==> src/rtl/dbtb_encoder.sv <==
module dbtb_encoder #(
  parameter int MAX_N = 32,
  localparam int CW = $clog2(MAX_N)
) (
  input  logic clk,
  input  logic rst_n,
  input  logic in_valid,
  input  logic in_a,
  input  logic in_b,
  input  logic in_last,
  output logic in_ready,
  output logic out_valid,
  output logic out_y,
  output logic out_w,
  output logic out_last,
  output logic len_err
);

  function automatic logic [2:0] step(input logic [2:0] s, input logic a, input logic b);
    logic f;
    f = a ^ b ^ s[2] ^ s[0];
    return {f, s[2] ^ b, s[1] ^ b};
  endfunction

  function automatic logic [2:0] circ(input logic [2:0] k, input logic [2:0] z);
    logic [2:0] h, r;
    r = '0;
    for (int c = 0; c < 8; c++) begin
      h = 3'(c);
      for (int j = 0; j < 6; j++)
        if (3'(j) < k) h = {h[2] ^ h[0], h[2], h[1]};
      if ((3'(c) ^ h) == z) r = 3'(c);
    end
    return r;
  endfunction

  logic [1:0]    cpl_q [MAX_N];
  logic          enc;
  logic [CW-1:0] wr, rd, last_idx;
  logic [2:0]    m7, pre, st;
  logic          err_q;

  wire        acc     = in_valid && !enc;
  wire        blk_end = acc && (in_last || wr == CW'(MAX_N - 1));
  wire [2:0]  m7_n    = (m7 == 3'd6) ? 3'd0 : m7 + 3'd1;
  wire [2:0]  pre_n   = step(pre, in_a, in_b);
  wire [1:0]  cur     = cpl_q[rd];
  wire        fb      = cur[1] ^ cur[0] ^ st[2] ^ st[0];

  assign in_ready  = !enc;
  assign out_valid = enc;
  assign out_y     = enc && (fb ^ st[1] ^ st[0]);
  assign out_w     = enc && (fb ^ st[0]);
  assign out_last  = enc && (rd == last_idx);
  assign len_err   = err_q;

  always_ff @(posedge clk)
    if (acc) cpl_q[wr] <= {in_a, in_b};

  always_ff @(posedge clk) begin
    if (!rst_n) begin
      enc <= 1'b0; wr <= '0; rd <= '0; last_idx <= '0;
      m7 <= '0; pre <= '0; st <= '0; err_q <= 1'b0;
    end else begin
      err_q <= 1'b0;
      if (blk_end) begin
        wr <= '0; m7 <= '0; pre <= '0;
        if (m7_n == 3'd0) err_q <= 1'b1;
        else begin
          enc <= 1'b1; rd <= '0; last_idx <= wr;
          st <= circ(m7_n, pre_n);
        end
      end else if (acc) begin
        wr <= wr + 1'b1; m7 <= m7_n; pre <= pre_n;
      end
      if (enc) begin
        st <= step(st, cur[1], cur[0]);
        rd <= rd + 1'b1;
        if (rd == last_idx) enc <= 1'b0;
      end
    end
  end

endmodule


==> config.mk <==
export PLATFORM = sky130hd
export DESIGN_NAME = dbtb_encoder
export DESIGN_NICKNAME = d
export VERILOG_FILES = /design/src/rtl/dbtb_encoder.sv
export SDC_FILE = /design/constraint.sdc
export NUM_CORES = 1
export LEC_CHECK = 0
export BUFFER_PORTS_ARGS = -buffer_cell sky130_fd_sc_hd__buf_4
export CAP_MARGIN = 5
export CORE_ASPECT_RATIO = 1.5
export CORE_MARGIN = 3
export CORE_UTILIZATION = 62
export DETAILED_ROUTE_END_ITERATION = 10
export PLACE_DENSITY = 0.84
export SYNTH_ARGS = -nofsm -noshare
export SYNTH_HDL_FRONTEND = slang
export SYNTH_SLANG_ARGS = --single-unit
==> constraint.sdc <==
create_clock -name clk -period 3.1 [get_ports clk]
set_input_delay 0.155 -clock clk [delete_from_list [all_inputs] [get_ports clk]]
set_output_delay 0.155 -clock clk [all_outputs]
set_load 0.02 [all_outputs]
## Word level (Yosys, flattened, before mapping)

Memory sizes are Yosys's and may differ from the RTL's. A register that Yosys moved wholly into a read port is not among the register bits.
Cells that the tools add are included.

| storage, ports and cells | value |
|---|---|
| flip-flop bits (word level) | 26 |
| RAM bits | 64 |
| bits of input ports | 6 |
| logic and storage cells | 290 |
| memories | 1 |

Memories:

| memory | words | width | read ports | clocked after Yosys merged registers in | wr ports | RTL line | source |
|---|---|---|---|---|---|---|---|
| cpl_q | 32 | 2 | 1 | 1 | 1 | 37 | `logic [1:0] cpl_q [MAX_N];` |

| operators by class | value |
|---|---|
| add/subtract/negate cells | 3 |
| $lt $le $gt $ge | 6 |
| eq/ne operators | 11 |
| multiplexer cells | 191 |
| bitwise operators | 57 |
| reductions and logical operators | 13 |

Operator list:

| kind | count |
|---|---|
| 3-bit two-way mux | 175 |
| 1-bit XOR | 48 |
| 5-bit two-way mux | 5 |
| 3-bit equality test | 7 |
| 5-bit by 1-bit adder with 5-bit output (second input constant) | 2 |
| 1-bit two-way mux | 9 |
| 1-bit by 3-bit less-than comparator with 1-bit output (first input constant) | 2 |
| 2-bit by 3-bit less-than comparator with 1-bit output (first input constant) | 2 |
| 3-bit less-than comparator (first input constant) | 2 |
| 2-bit inverter | 3 |
| 2-bit AND reduction | 3 |
| 5-bit equality test | 1 |
| 5-bit equality test (second input constant) | 1 |
| 1-bit logical AND | 5 |
| 1-bit inverter | 5 |
| 2-bit two-way mux | 2 |
| 3-bit by 1-bit adder with 3-bit output (second input constant) | 1 |
| 3-bit equality test (second input constant) | 1 |
| 3-bit zero test | 1 |
| 3-bit inverter | 1 |
| 2-bit inequality test (second input constant) | 1 |
| 2-bit nonzero test | 1 |
| 2-bit OR reduction | 1 |
| 1-bit zero test | 1 |
| 1-bit logical OR | 1 |

## Longest topological paths before layout

Gate-level depths: netlist of run 1.

| depth | value |
|---|---|
| depth after elaboration | 44 |
| gate-level depth with buffers | 11 |

## Least setup slack after synthesis of run 1

Ideal clock, no wire load.

| path | value |
|---|---|
| path type | register to output |
| start point | register (tool-made name) |
| end point | output out_y |
| arrival time | 2.396 ns |
| slack | 0.549 ns |
| cell stages (with the launch flop) | 8 |
| path buffers | 2 |
| path through | dfxtp_1 buf_2 buf_6 mux4_2 mux4_2 mux2i_4 xnor2_1 mux2i_1 |

RTL lines:

| element | RTL line | source |
|---|---|---|
| end: declaration | 13 | `output logic out_y,` |

==> flow_summary_export.csv, run 1 <==
group,metric,value,unit
run_status,status,"completed",
final_layout,antenna_cells,0,
setup_path,worstSetupPathType,"reg2out",
final_layout,fin_util,0.709,
sta,whs,106,ps
hold_path,hold_class,"in2reg",
yosys,synth.area.top_cells,"edfxtp_1, dfxtp_1, nor2_1",
setup_path,crit_fanout,15,
detailed_routing,wirelength,12400,um
die,fp.dieH,116,um
setup_path,worstPathArrival,2800,ps
die,core_area,7710,sq um
hold_path,min_to,"st[2]$_SDFFE_PN0P_",
yosys,yosys.area.top_type,"edfxtp_1",
die,rows,39,
pwr,ir_worst_vdd,0.309,mV
yosys,synth.net_count,489,
detailed_routing,vias,3838,
sta,max_slew_margin,0.498,
pwr,internal_power,2260,uW
setup_path,r2r_cells,8,
die,dieArea,9130,sq um
placed_design,gp_congestion,0.948,
clock_network,clk_transition_reported_paths,70,ps
clock_network,clock_path_buffers,2,
detailed_routing,vias_per_cell,6.54,
final_layout,area_delta_synth_final,10.1,%
run,max_cap_violations,0,
clock_network,tritoncts,"built",
clock_network,cts_setup_buffers,0,
yosys,synthCells,477,
yosys,ys_warn_count,0,
pwr,p_sw,755,uW
pwr,pwr-share-clk,0.389,
pwr,pwr-share-comb,0.147,
sta,clock_skew,9.80,ps
clock_network,cts-buffers-inserted,9,
setup_path,timing.rr.end,"st[2]$_SDFFE_PN0P_",
setup_path,required,2940,ps
grt,grt-ovfl-total,0,
grt,grt_max_degree,36,
clock_network,cts.sinks,95,
yosys,ys_types,56,
pwr,power_density,552,nW/um^2
final_layout,multi_input_area,2250,sq um
grt,grt_pass1_wl,19400,um
hold_path,holdPathStages,3,
setup_path,reg2reg_slack,500,ps
die,start_util,0.643,
grt,antenna_found_initial,0,
sta,slew_violations,0,
sta,worst_pin_slew,748,ps
yosys,synth-async-reset-ratio,0,
yosys,seq_area_frac_synth,0.512,
sta,fmax,0.338,GHz
placed_design,dp_hpwl,8520,um
setup_path,cp-start-kind,"flop",
sta,setup_tns,0,ps
pwr,leakage,0.00176,uW
grt,grt_pass1_vias,3769,
detailed_routing,detail_route.wl_per_cell,21.1,um
sta,setup_violations,0,
detailed_routing,ant_nets,0,
detailed_routing,drtIter0Drc,354,
sta,period_minus_slack,2960,ps
yosys,synth_edf_count,64,
yosys,netlist.area_leader.share,0.387,
pwr,swShare,0.250,
setup_path,critPathCaptureType,"output port",
sta,rsz0062_at_grt,"no",
grt,grt_util_all_layers,0.285,
yosys,postSynthAreaPerCell,10.4,sq um
die,io_pins,12,
hold_path,worstHoldStart,"rst_n",
final_layout,drive_above_1_share,0.128,
detailed_routing,drt_pre_antenna_iters,5,
clock_network,clock_latency,340,ps
yosys,ys.flop_type,"edfxtp_1",
sta,hold_viol,0,
final_layout,regArea,2540,sq um
final_layout,nFillCells,573,
placed_design,portBuffers,11,
clock_network,htreeDepth,3,
detailed_routing,drcViolationCount,0,
sta,final_min_period_over_clock_period,0.954,
final_layout,nets,492,
pwr,seqPwrFrac,0.464,
yosys,synth-seq-cells,95,
yosys,netlist_area,4960,sq um
clock_network,cts-root-buf,"clkbuf_16",
die,die_w,79.0,um
==> per-layer routing <==
metal	GRT usage	routed length, um
met2	0.555	6990
met5	0	0
met3	0.0467	551
met4	0.135	523
met1	0.291	4320
==> power groups by stage <==
| stage | registers, uW | clock network [uW] | logic (uW) |
|---|---|---|---|
| floorplan | 1410 | 0 | 323 |
| global placement | 1420 | 0 | 416 |
| detailed placement | 1430 | 0 | 429 |
| CTS | 1400 | 1180 | 433 |
| global route | 1400 | 1230 | 478 |
| finish | 1400 | 1170 | 443 |
==> cell usage in the layout, fill, tap and decap left out, drive strengths merged, types with 7 or more instances in the layout <==
master  Yosys  layout
o21ai      17      17
a21oi      26      26
nor3       12      12
a31oi      10      10
nand2      44      44
mux2i      20      20
nand3      18      18
xor2        7       7
a211oi      8       8
xnor2      20      20
nor2       65      65
buf        12      25
mux4       10      10
clkbuf     21      12
edfxtp     64      64
inv         8       9
dfxtp      31      31
==> Yosys cell counts, types with 7 or more instances <==
master	instances
xor2_1	7
nor2_1	65
clkbuf_1	21
o21ai_0	13
nand2_1	44
nor3_1	12
mux2i_1	19
xnor2_1	20
a21oi_1	26
a31oi_1	10
edfxtp_1	64
buf_2	10
dfxtp_1	31
nand3_1	18
mux4_2	10
a211oi_1	7
==> flip-flops by register name, indices dropped and copies added (netlist names), named ones only <==
name       cells
cpl_q         64
len_err        1
st             3
pre            3
rd             5
wr             5
m7             3
last_idx       5
out_valid      1
==> timing repair <==
item,in CTS,in global routing
hold endpoints to repair,0,0
setup endpoints to repair,1,1
resized for setup,1,1
hold buffers,0,0
==> metrics by stage <==
stage	cells	power [uW]	area, sq um	setup WS, ps
after floorplan	477	1740	4960	549
after global placement	571	1840	5130	393
after detailed placement	571	1860	5130	308
after CTS	587	3010	5460	117
after global routing	587	3100	5460	23.4
final	587	3010	5460	142
==> cells by family after synthesis <==
logic type | after synthesis | synth area share
buf+inv | 41 | 0.0351
mux | 31 | 0.0905
xor+xnor | 28 | 0.0522
compound gates | 95 | 0.125
simple gates | 181 | 0.170
fa+ha+maj | 6 | 0.0151
flops | 95 | 0.512
==> how the worst max path moves through the flow <==
stage	slack, ps	cells after the start	startpoint	end
2_1_floorplan	550	7	flop	out_y
3_3_place_gp	390	9	flop	out_y
3_5_place_dp	310	9	flop	out_y
4_1_cts	120	7	flop	out_y
5_1_grt	20	7	flop	out_y
6_report	140	7	flop	out_y
==> layout make-up <==
type,count,share of cell area
Clock inverter,4,0.00893
Tap cell,102,0.0234
Inverter,8,0.00550
Sequential cell,95,0.466
Clock buffer,12,0.0508
Timing Repair Buffer,25,0.0343
Multi-Input combinational cell,341,0.411
==> critical path, stage by stage, from the launching register on <==
cell and delay, ps:
dfxtp_1 310, buf_4 250, mux4_2 600, mux4_2 520, mux2i_4 230, xnor2_1 180, mux2i_1 210, buf_4 160
Power figures use the tool's default switching activity.
==> run 2, diff against run 1 <==
Settings changed: PLACE_DENSITY 0.84 to default, PLACE_DENSITY_LB_ADDON from default to 0.12.
==> run 2 against run 1 <==
Non-clock buffer count increased by 4. Critical path type unchanged. Core utilization up 0.18 points. Sequential share of layout area down 0.12 points. Routed wire length decreased by 3.9%. Sequential power is essentially flat. Clock power fell by 8%. Count of clock-buffer cells in the layout is 3 lower. First-iteration DRC count down 21%. Total power is 3.1% lower.
==> flow_summary_export.csv, run 2 (same netlist as run 1, synthesis figures left out) <==
group,metric,value,unit
die,core_area,7710,sq um
final_layout,multi_input_area,2250,sq um
clock_network,cts.sinks,95,
sta,slew_violations,0,
clock_network,clock_path_buffers,2,
setup_path,worstSetupPathType,"reg2out",
sta,setup_slack,182,ps
grt,antenna_found_initial,0,
die,fp.dieH,116,um
sta,setup_violations,0,
clock_network,tritoncts,"built",
die,start_util,0.643,
placed_design,gp_congestion,0.940,
clock_network,htreeDepth,3,
setup_path,worstPathArrival,2760,ps
run,max_cap_violations,0,
setup_path,cp_slowest_stage_delay,540,ps
setup_path,crit_fanout,15,
die,die_w,79.0,um
setup_path,cp-start-kind,"flop",
setup_path,critPathCaptureType,"output port",
detailed_routing,vias_per_cell,6.33,
die,rows,39,
clock_network,cts-root-buf,"clkbuf_16",
setup_path,required,2940,ps
final_layout,regMostFlops,"cpl_q",
run_status,status,"completed",
detailed_routing,vias,3742,
final_layout,area_delta_synth_final,10.4,%
placed_design,dp_slack,393,ps
detailed_routing,drtIter0Drc,278,
hold_path,hold_class,"in2reg",
final_layout,nFillCells,622,
pwr,ir_worst_vdd,0.343,mV
grt,grt_util_all_layers,0.280,
pwr,total_power,2920,uW
grt,grt_max_degree,42,
setup_path,cp_cell_sequence,"buf_4 -> mux4_2 -> mux4_2 -> mux2i_4 -> xnor2_1 -> mux2i_1 -> buf_4",
final_layout,nets,496,
detailed_routing,drcViolationCount,0,
final_layout,final_cell_mix,"nor2_1, edfxtp_1, nand2_1, dfxtp_1, buf_4",
clock_network,clock_latency,340,ps
pwr,power_density,533,nW/um^2
sta,period_minus_slack,2920,ps
placed_design,dp_hpwl,8230,um
detailed_routing,drt_pre_antenna_iters,6,
final_layout,drive_above_1_share,0.135,
clock_network,cts-buffers-inserted,9,
detailed_routing,detail_route.wl_per_cell,20.1,um
sta,clock_skew,8.21,ps
detailed_routing,ant_nets,0,
final_layout,layout_commonest_cell,"nor2_1",
clock_network,cts-hold-fix-buffers,0,
die,io_pins,12,
placed_design,portBuffers,11,
sta,rsz0062_at_grt,"no",
sta,worst_pin_slew,744,ps
clock_network,cts_setup_buffers,0,
final_layout,regArea,2540,sq um
die,dieArea,9130,sq um
sta,max_slew_margin,0.500,
sta,setup_tns,0,ps
detailed_routing,wirelength,11900,um
grt,grt_pass1_vias,3788,
final_layout,antenna_cells,0,
final_layout,largest_reg_flops,64,
clock_network,clk_transition_reported_paths,70,ps
setup_path,slowest_stage,"mux4_2",
sta,fmax,0.343,GHz
grt,grt-ovfl-total,0,
grt,grt_pass1_wl,19300,um
sta,final_min_period_over_clock_period,0.941,
pwr,leakage,0.00177,uW
sta,hold_viol,0,
run 2: cell type report:
cell class / count / area share
Multi-Input combinational cell: 341 / 0.410
Clock buffer: 9 / 0.0411
Sequential cell: 95 / 0.464
Tap cell: 102 / 0.0233
Clock inverter: 7 / 0.0132
Timing Repair Buffer: 29 / 0.0420
Inverter: 8 / 0.00548
run 2: stage by stage:
stage / utilization / area [sq um] / hold WS [ps] / cells
6_report: 0.710 / 5480 / 90.0 / 591
5_1_grt: 0.710 / 5480 / 90.6 / 591
4_1_cts: 0.710 / 5470 / 87.0 / 591
3_5_place_dp: 0.671 / 5170 / 450 / 575
3_3_place_gp: 0.671 / 5170 / 446 / 575
2_1_floorplan: - / 4960 / 254 / 477
run 2: layer usage:
layer  global-route usage  up-vias  wire, um
li1                     -     1773         -
met3               0.0428       41       484
met2                0.511      115      6430
met4                0.138        0       576
met5                    0        -         0
met1                0.315     1813      4400
run 2: repair_timing:
action,4_1_cts,5_1_grt
endpoints found under the hold margin,0,0
gates resized for setup,1,1
endpoints found under the setup margin,1,2
run 2: where the power goes:
part	switching [uW]	total, uW	internal (uW)
sequential	22.3	1390	1370
clock	512	1080	569
combinational	272	447	175
total	806	2920	2120
run 2: worst paths after layout:
kind / start / end / slack (ps) / depth (start not counted)
max: flop / out_y / 180 / 7
min: rst_n / st[2]$_SDFFE_PN0P_ / 90 / 3
max reg2reg: flop / st[2]$_SDFFE_PN0P_ / 580 / 8
min reg2reg: last_idx[0]$_SDFFE_PN0P_ / last_idx[0]$_SDFFE_PN0P_ / 470 / 2
run 2: critical path: cells and delay by family, from the launching register on:
family / cells / cell delay (ps)
flops: 1 / 310
mux: 4 / 1510
buf+inv: 2 / 390
xor+xnor: 1 / 210
==> run 3, diff against run 2 <==
Settings changed: CORE_UTILIZATION 62 to 40.
Clock period 3.1 ns to 2.7 ns, I/O delays scaled along.
==> run 3 against run 2 <==
Total power increased by 16%. Via count increased by 0.72%. Sequential share of layout area decreased by 1.6 points. Sequential cell count unchanged. Non-clock buffer count increased by 14. Combinational power increased by 28%. Clock skew decreased by 0.88 ps. Clock power increased by 13%. Highest routed layer unchanged. Final area increased by 3.6%. The flow now finishes with violations (setup timing). Global-route usage decreased by 8.4 points. Hold slack got worse by 17 ps. Critical path depth unchanged.
==> flow_summary_export.csv, run 3 (same netlist as run 1, synthesis figures left out) <==
group,metric,value,unit
sta,max_slew_margin,0.480,
pwr,leakage,0.00185,uW
final_layout,largest_reg_flops,64,
setup_path,cp_cell_sequence,"buf_12 -> mux4_2 -> mux4_2 -> mux2i_4 -> xnor2_2 -> mux2i_1 -> buf_4",
clock_network,cts-root-buf,"clkbuf_16",
die,core_area,12100,sq um
hold_path,worstHoldStart,"rst_n",
die,die_w,96.9,um
sta,fmax,0.363,GHz
placed_design,portBuffers,11,
final_layout,layout_commonest_cell,"nor2_1",
setup_path,slowest_stage,"mux4_2",
clock_network,htreeDepth,3,
detailed_routing,vias_per_cell,5.75,
detailed_routing,drt_pre_antenna_iters,4,
sta,slew_violations,0,
pwr,power_density,598,nW/um^2
setup_path,cp_slowest_stage_delay,510,ps
grt,grt-ovfl-total,0,
sta,setup_violations,1,
grt,grt_max_degree,35,
clock_network,cts-hold-fix-buffers,0,
grt,grt_util_all_layers,0.195,
setup_path,r2r-start,"pre[1]$_SDFFE_PP0P_",
die,dieArea,13800,sq um
placed_design,gp_congestion,0.935,
setup_path,path_buf_inv,2,
clock_network,cts.sinks,95,
clock_network,clock_path_buffers,2,
setup_path,cp-start-kind,"flop",
hold_path,hold_class,"in2reg",
final_layout,antenna_cells,0,
setup_path,worstSetupPathType,"reg2out",
sta,worst_pin_slew,775,ps
pwr,ir_worst_vdd,0.317,mV
detailed_routing,drcViolationCount,0,
setup_path,crit_fanout,8,
setup_path,required,2570,ps
sta,hold_viol,0,
detailed_routing,drtIter0Drc,266,
clock_network,clk_transition_reported_paths,60,ps
clock_network,tritoncts,"built",
die,fp.dieH,142,um
die,io_pins,12,
sta,rsz0062_at_grt,"yes",
grt,antenna_found_initial,0,
detailed_routing,ant_nets,0,
placed_design,dp_cells,638,
final_layout,final_cells,656,
final_layout,multi_input_area,2260,sq um
final_layout,final_cell_mix,"nor2_1, edfxtp_1, nand2_1, buf_4, dfxtp_1",
run_status,status,"complete, but fails checks",
clock_network,clock_latency,340,ps
grt,grt_pass1_vias,3901,
sta,period_minus_slack,2760,ps
final_layout,regMostFlops,"cpl_q",
placed_design,dpl-instance-area,5340,sq um
final_layout,final_area,5680,sq um
final_layout,nets,510,
die,start_util,0.411,
placed_design,dp_hpwl,9510,um
final_layout,nFillCells,1126,
final_layout,drive_above_1_share,0.157,
detailed_routing,detail_route.wl_per_cell,19.8,um
setup_path,worstPathArrival,2620,ps
sta,setup_slack,-55.4,ps
detailed_routing,wirelength,13000,um
final_layout,area_delta_synth_final,14.4,%
sta,clock_skew,7.32,ps
die,rows,49,
grt,grt_pass1_wl,20900,um
setup_path,crit_top_cell,"mux4_2",
detailed_routing,vias,3769,
final_layout,regArea,2540,sq um
run_status,violations,"setup timing",
setup_path,crit_family,"multiplexers",
sta,whs,73.4,ps
clock_network,cts-buffers-inserted,9,
setup_path,critPathCaptureType,"output port",
run,max_cap_violations,0,
sta,final_min_period_over_clock_period,1.02,
-- run 3: cell count changes in the layout (fill, tap and decap cells not counted), moves of 2 or more --
cell,change
buf_4,+12
clkinv_2,+2
clkbuf_1,+2
inv_8,-3
-- run 3: area by class of cell --
type                    instances  area share
flip-flops and latches         95       0.448
multi-input cells             341       0.397
clock inverters                 5     0.00860
well taps                     153      0.0337
clock buffers                  11      0.0410
repair buffers                 43      0.0657
inverters                       8     0.00529
-- run 3: worst min-delay path, stage by stage --
cell and delay [ps]:
buf_4 120, o31ai_1 70, a211oi_2 40
-- run 3: path summary, 6_finish.rpt --
check | to | slack, ps | cells past startpoint
setup / recovery | out_y | -60 | 7
hold / removal | st[2]$_SDFFE_PN0P_ | 70 | 3
setup reg to reg | st[2]$_SDFFE_PN0P_ | 140 | 8
hold reg to reg | last_idx[2]$_SDFFE_PN0P_ | 470 | 2
-- run 3: timing repair --
| action | 4_1_cts | 5_1_grt |
|---|---|---|
| gates cloned | 1 | 0 |
| pin swaps | 2 | 1 |
| setup buffers | 1 | 0 |
| resized for setup | 4 | 0 |
| endpoints found under the setup margin | 2 | 2 |
-- run 3: power by group --
part | switching (uW) | internal, uW | leakage [uW]
clock | 509 | 709 | 0.000137
combinational | 333 | 237 | 0.000882
sequential | 27.3 | 1580 | 0.000829
total | 869 | 2520 | 0.00185
-- run 3: per-layer routing --
metal  part of all wire  up-vias  GRT usage
met3              0.035       36     0.0299
met1               0.36     1819      0.195
met4              0.049        0      0.116
met5                  0        -          0
met2               0.55      117      0.378
li1                   -     1797          -
-- run 3: metrics by stage --
| step | utilization | total power (uW) | setup WS (ps) | setup TNS (ps) |
|---|---|---|---|---|
| 2_1_floorplan | - | 1990 | 169 | 0 |
| 3_3_place_gp | 0.442 | 2180 | 221 | 0 |
| 3_5_place_dp | 0.442 | 2180 | 190 | 0 |
| 4_1_cts | 0.470 | 3410 | -84.7 | -94.9 |
| 5_1_grt | 0.470 | 3520 | -140 | -188 |
| 6_report | 0.470 | 3390 | -55.4 | -55.4 |
